**src/rtl/jtag_ir_loader.sv**
```systemverilog
module jtag_ir_loader #(
  parameter int MAX_IR = 32,
  parameter int CNT_W  = 8,
  localparam int LEN_W = $clog2(MAX_IR + 1),
  localparam int TOT_W = CNT_W + LEN_W + 1
) (
  input  logic              clk,
  input  logic              rst_n,
  input  logic              start_reset,
  input  logic              start_ir,
  input  logic [MAX_IR-1:0] ir_value,
  input  logic [LEN_W-1:0]  ir_len,
  input  logic [CNT_W-1:0]  pre_bits,
  input  logic [CNT_W-1:0]  post_bits,
  output logic              tck,
  output logic              tms,
  output logic              tdi,
  output logic              busy,
  output logic              done
);

  typedef enum logic [2:0] {S_IDLE, S_RST, S_NAV, S_SHIFT, S_TAIL} st_t;

  st_t               st;
  logic              ph;
  logic [TOT_W-1:0]  cnt;
  logic [MAX_IR-1:0] sreg;
  logic [LEN_W-1:0]  len_q;
  logic [CNT_W-1:0]  pre_q, post_q;
  logic              done_q;
  logic [TOT_W-1:0]  total, instr_lo, instr_hi;
  logic              in_instr, last;

  assign total    = TOT_W'(len_q) + TOT_W'(pre_q) + TOT_W'(post_q);
  assign instr_lo = TOT_W'(post_q);
  assign instr_hi = TOT_W'(post_q) + TOT_W'(len_q);
  assign in_instr = (cnt >= instr_lo) && (cnt < instr_hi);

  always_comb begin
    case (st)
      S_RST:   last = (cnt == TOT_W'(8));
      S_NAV:   last = (cnt == TOT_W'(3));
      S_SHIFT: last = (cnt == total - TOT_W'(1));
      S_TAIL:  last = (cnt == TOT_W'(1));
      default: last = 1'b0;
    endcase
  end

  always_ff @(posedge clk or negedge rst_n) begin
    if (!rst_n) begin
      st     <= S_IDLE;
      ph     <= 1'b0;
      cnt    <= '0;
      sreg   <= '0;
      len_q  <= '0;
      pre_q  <= '0;
      post_q <= '0;
      done_q <= 1'b0;
    end else begin
      done_q <= 1'b0;
      if (st == S_IDLE) begin
        ph  <= 1'b0;
        cnt <= '0;
        if (start_reset) begin
          st <= S_RST;
        end else if (start_ir) begin
          st     <= S_NAV;
          sreg   <= ir_value;
          len_q  <= ir_len;
          pre_q  <= pre_bits;
          post_q <= post_bits;
        end
      end else begin
        ph <= ~ph;
        if (ph) begin
          if (st == S_SHIFT && in_instr) sreg <= sreg >> 1;
          if (last) begin
            cnt <= '0;
            case (st)
              S_NAV:   st <= S_SHIFT;
              S_SHIFT: st <= S_TAIL;
              default: begin st <= S_IDLE; done_q <= 1'b1; end
            endcase
          end else begin
            cnt <= cnt + TOT_W'(1);
          end
        end
      end
    end
  end

  always_comb begin
    case (st)
      S_RST:   tms = (cnt < TOT_W'(8));
      S_NAV:   tms = (cnt < TOT_W'(2));
      S_SHIFT: tms = last;
      S_TAIL:  tms = (cnt == TOT_W'(0));
      default: tms = 1'b0;
    endcase
  end

  assign tdi  = (st == S_SHIFT) ? (in_instr ? sreg[0] : 1'b1) : 1'b0;
  assign tck  = ph;
  assign busy = (st != S_IDLE);
  assign done = done_q;


  tck_toggle_chk: assert property (@(posedge clk) disable iff (!rst_n)
    (busy && $past(busy)) |-> (tck != $past(tck)));


  data_stable_chk: assert property (@(posedge clk) disable iff (!rst_n)
    $rose(tck) |-> ($stable(tms) && $stable(tdi)));


  shift_tms_chk: assert property (@(posedge clk) disable iff (!rst_n)
    (st == S_SHIFT && cnt < total - TOT_W'(1)) |-> !tms);


  ignore_cmd_chk: assert property (@(posedge clk) disable iff (!rst_n)
    (busy && (start_ir || start_reset)) |=> ($stable(len_q) && $stable(pre_q) && $stable(post_q)));


  done_pulse_chk: assert property (@(posedge clk) disable iff (!rst_n)
    done |=> !done);


  done_idle_chk: assert property (@(posedge clk) disable iff (!rst_n)
    done |-> !busy);


  busy_fall_chk: assert property (@(posedge clk) disable iff (!rst_n)
    $fell(busy) |-> done);

endmodule

```
**config.mk**
```make
export PLATFORM = sky130hd
export DESIGN_NAME = jtag_ir_loader
export DESIGN_NICKNAME = d
export VERILOG_FILES = /design/src/rtl/jtag_ir_loader.sv
export SDC_FILE = /design/constraint.sdc
export NUM_CORES = 1
export LEC_CHECK = 0
export BUFFER_PORTS_ARGS = -buffer_cell sky130_fd_sc_hd__buf_2
export CORE_MARGIN = 2
export CORE_UTILIZATION = 55
export DETAILED_ROUTE_END_ITERATION = 10
export PLACE_DENSITY = 0.76
export SLEW_MARGIN = 30
export SYNTH_ARGS = -nofsm -noshare
export SYNTH_HDL_FRONTEND = slang
export SYNTH_SLANG_ARGS = --single-unit
```
**constraint.sdc**
```tcl
create_clock -name clk -period 6.2 [get_ports clk]
set_clock_uncertainty 0.2 [all_clocks]
set_input_delay 1.24 -clock clk [delete_from_list [all_inputs] [get_ports clk]]
set_output_delay 1.24 -clock clk [all_outputs]
set_load 0.005 [all_outputs]
```
==> impl_summary.txt <==
----------------------------------------------------
[Status]
  Status ... finished clean

[Cells and area]
  Final nets ... 714
  Antenna diode instance count ... 0
  Top library cells by usage in the layout, fill and taps aside ... 74 x sky130_fd_sc_hd__dfrtp_1, 61 x sky130_fd_sc_hd__buf_2, 59 x sky130_fd_sc_hd__inv_1
  Fraction of final layout cells with drive strength greater than 1 ... 20.20%
  Commonest non-fill, non-tap cell in the layout ... sky130_fd_sc_hd__dfrtp_1
  Multi-input gate area in the final layout ... 3098 sq um
  Area delta synth->final ... 11.65%
  Area of all sequential standard cells ... 1852 sq um
  # fillers ... 823

[Global routing]
  Global-route wire length before repair ... 19710 um
  Overall overflow remaining after global route ... 0
  Number of global-route vias before repair ... 4124
  Number of antenna violations at the first check in global routing ... 0
  Largest net degree at the start of global routing ... 75
  Overall fraction of global-route tracks in use ... 23.94%

[Worst hold path]
  Class of the worst hold path ... flip-flop to flip-flop
  Hold path depth ... 1
  Worst Min Path Start ... pre_q[3]

[Floorplan]
  Number of cell rows ... 35
  Height of the die ... 102.1 um
  Starting utilization of the core area ... 57.04%
  DIE WIDTH ... 102.1 um
  Die Area ... 10430 sq um
  Total core area ... 9284 sq um
  Boundary Pins ... 63

[Worst setup path]
  Origin of the critical flop-to-flop path ... len_q[1]
  WP depth ... 15
  CP max stage delay ... 0.46 ns
  Worst path cell trace ... inv_1, ha_1, fa_1, inv_1, ha_1, inv_1, fa_1, and2b_1, o21a_1, o21bai_1, a2111o_1, a31oi_1, o2111ai_1, o31ai_1, buf_2
  Most frequent cell on the critical path ... sky130_fd_sc_hd__inv_1
  Slowest-stage cell, CP ... sky130_fd_sc_hd__fa_1
  Maximum fanout along the worst path ... 4
  Crit path launch type ... flip-flop
  Type of the worst setup path ... flip-flop to output pin
  CP Capture Type ... output pin
  Kind of cell adding the most delay to the critical path ... compound AO/OA/AOI/OAI gates
  Critical path buffers and inverters ... 4
  Critical Path Source ... len_q[1]
  Cell depth of the worst flop-to-flop path ... 16
  Endpoint arrival time on the critical path ... 4.27 ns
  Required arrival time at the worst endpoint ... 4.76 ns

[Clock network]
  TritonCTS buffer count ... 9
  Post-CTS clock slew at the launch and capture registers of the worst setup and hold paths ... 0.08 ns
  CTS tree ... done
  TritonCTS Sinks ... 74
  Cells resized by post-CTS repair ... 0
  Maximum level of the CTS H-tree ... 3
  Root Driver ... sky130_fd_sc_hd__clkbuf_8
  Bufs on Longest Clock Path ... 2
  Clock latency on the worst-skew pair ... 0.36 ns
  Hold Buf Count CTS ... 0
  Post-CTS setup-driven buffer insertion count ... 0

[Logic synthesis]
  Ranking of synthesized cells by area ... sky130_fd_sc_hd__dfrtp_1 35%, sky130_fd_sc_hd__ha_1 10%, sky130_fd_sc_hd__mux2i_1 5.9%, sky130_fd_sc_hd__nand3_1 4.9%, sky130_fd_sc_hd__mux2_2 4.9%
  Flops & latches, synth ... 74
  Fraction of synthesized cell area taken by the top area cell type ... 34.97%
  Post-synth cell types ... 67
  Number of enable-type register cells in the synthesized netlist ... 0
  Instance count of the mapped netlist ... 556
  Syn. warnings ... 0
  Post-synthesis cell type with the largest combined area ... sky130_fd_sc_hd__dfrtp_1
  Seq/Total Area, Yosys ... 34.97%
  Main flop type after synthesis ... sky130_fd_sc_hd__dfrtp_1
  Average cell area after synthesis ... 9.524 sq um
  Combined area of all synthesized cells ... 5295 sq um
  Syn Nets ... 665
  Async S/R FF share, synth ... 100.0%

[Timing]
  Achievable frequency ... 175.1 MHz
  Number of pins with negative max-slew slack in the final report ... 0
  Unrepaired setup endpoints after global routing ... no
  Worst max-slew margin expressed relative to the limit ... 46.66%
  Accumulated negative setup slack ... 0 ns
  Min Clock Period, post-route ... 5.712 ns
  Fin crit share ... 92.14%
  Total of endpoints with negative setup slack in the final report ... 0
  Setup WS post-layout ... 0.4876 ns
  Slew of the pin with the lowest slew margin ... 0.7972 ns
  Final hold violation count ... 0

[Drt]
  Via/cell ratio ... 5.785
  Routed wirelength normalized by instance count ... 16.06 um
  First DRT Iteration DRCs ... 291
  Total length of routed wires ... 11850 um
  DR vias ... 4269
  Antenna Violating Nets Remaining ... 0
  Drt drc ... 0
  Length of the first detailed-routing pass in iterations ... 4

[Place]
  Buffers on Ports ... 62
  Post-place setup slack ... 0.9119 ns
  Placer's final routability congestion estimate ... 0.8903
  HPWL after DPL ... 8620 um

[Job]
  Max cap viols ... 0

----------------------------------------------------
## flip-flops by register name, summed over array words and instances (netlist names)
| name | count |
|---|---|
| cnt | 15 |
| sreg | 32 |
| len_q | 6 |
| tck | 1 |
| post_q | 8 |
| st | 3 |
| done | 1 |
| pre_q | 8 |
## cells by family after synthesis
group,count (synthesis),synth area share [%]
and+or+nand+nor,149,15.57
AOI/OAI and AO/OA,126,16.33
buffers and inverters,86,6.687
DFF,74,34.97
muxes,54,10.75
adders and majority gates,51,13.04
xor gates and xnor gates,16,2.647
## path summary, 6_finish.rpt
check                           slack [ns]       end
worst max-delay path                  0.49       tms
worst min-delay path                  0.31  pre_q[3]
worst max register to register        1.75     st[2]
worst min register to register        0.31  pre_q[3]
max in group asynchronous             4.62  len_q[0]
min in group asynchronous             0.68    cnt[8]
## stage by stage
step                      std cells  hold WS [ns]  utilization, %  cell area, sq um
after floorplan                 556        0.2661               -              5295
final                           738        0.3078           63.68              5912
after global routing            738        0.3365           63.68              5912
after detailed placement        723        0.2903           61.04              5667
after CTS                       738        0.3100           63.63              5907
after global placement          723        0.2813           61.04              5667
## layer usage
metal | vias up | part of all wire, % | track usage, %
li1 | 2092 | - | -
met5 | - | 0 | 0
met2 | 120 | 49 | 38.51
met3 | 20 | 4.4 | 3.352
met4 | 0 | 1.6 | 6.872
met1 | 2037 | 45 | 34.04
## cells in the mapped netlist, types with 2 or more instances
cell and n:
sky130_fd_sc_hd__a21oi_2 3, sky130_fd_sc_hd__a21oi_1 13, sky130_fd_sc_hd__fa_1 7, sky130_fd_sc_hd__or3_1 5
sky130_fd_sc_hd__buf_2 4, sky130_fd_sc_hd__a22o_1 3, sky130_fd_sc_hd__nor2b_1 6, sky130_fd_sc_hd__dfrtp_1 74
sky130_fd_sc_hd__xor2_1 3, sky130_fd_sc_hd__a21o_1 4, sky130_fd_sc_hd__nor4_1 3, sky130_fd_sc_hd__buf_6 2
sky130_fd_sc_hd__nor2_1 19, sky130_fd_sc_hd__buf_4 3, sky130_fd_sc_hd__o21bai_1 2, sky130_fd_sc_hd__a2111o_1 2
sky130_fd_sc_hd__nand3_1 52, sky130_fd_sc_hd__xnor2_1 13, sky130_fd_sc_hd__ha_1 44, sky130_fd_sc_hd__nand2b_1 5
sky130_fd_sc_hd__a31oi_1 4, sky130_fd_sc_hd__o22a_1 2, sky130_fd_sc_hd__nand4_1 6, sky130_fd_sc_hd__o31a_1 2
sky130_fd_sc_hd__clkbuf_1 18, sky130_fd_sc_hd__a211oi_1 5, sky130_fd_sc_hd__a211oi_2 2, sky130_fd_sc_hd__nand3b_1 4
sky130_fd_sc_hd__o22ai_1 2, sky130_fd_sc_hd__mux2_2 23, sky130_fd_sc_hd__nand2_1 22, sky130_fd_sc_hd__o211ai_1 4
sky130_fd_sc_hd__nor3_1 6, sky130_fd_sc_hd__o21ai_1 7, sky130_fd_sc_hd__o2111ai_1 3, sky130_fd_sc_hd__and3_1 7
sky130_fd_sc_hd__mux2i_1 31, sky130_fd_sc_hd__o21a_1 7, sky130_fd_sc_hd__inv_1 59, sky130_fd_sc_hd__and4_4 2
sky130_fd_sc_hd__o31ai_1 4, sky130_fd_sc_hd__o21ai_0 44
## final cells by class
| class | count | area share [%] |
|---|---|---|
| clock buffers | 9 | 2.095 |
| clock inverters | 6 | 1.968 |
| inverters | 59 | 3.746 |
| multi-input cells | 396 | 52.40 |
| flip-flops and latches | 74 | 31.32 |
| well taps | 129 | 2.730 |
| repair buffers | 65 | 5.735 |
Power is not shown: default switching activity piles up to over one toggle a cycle in this logic, so the estimate is an artifact.
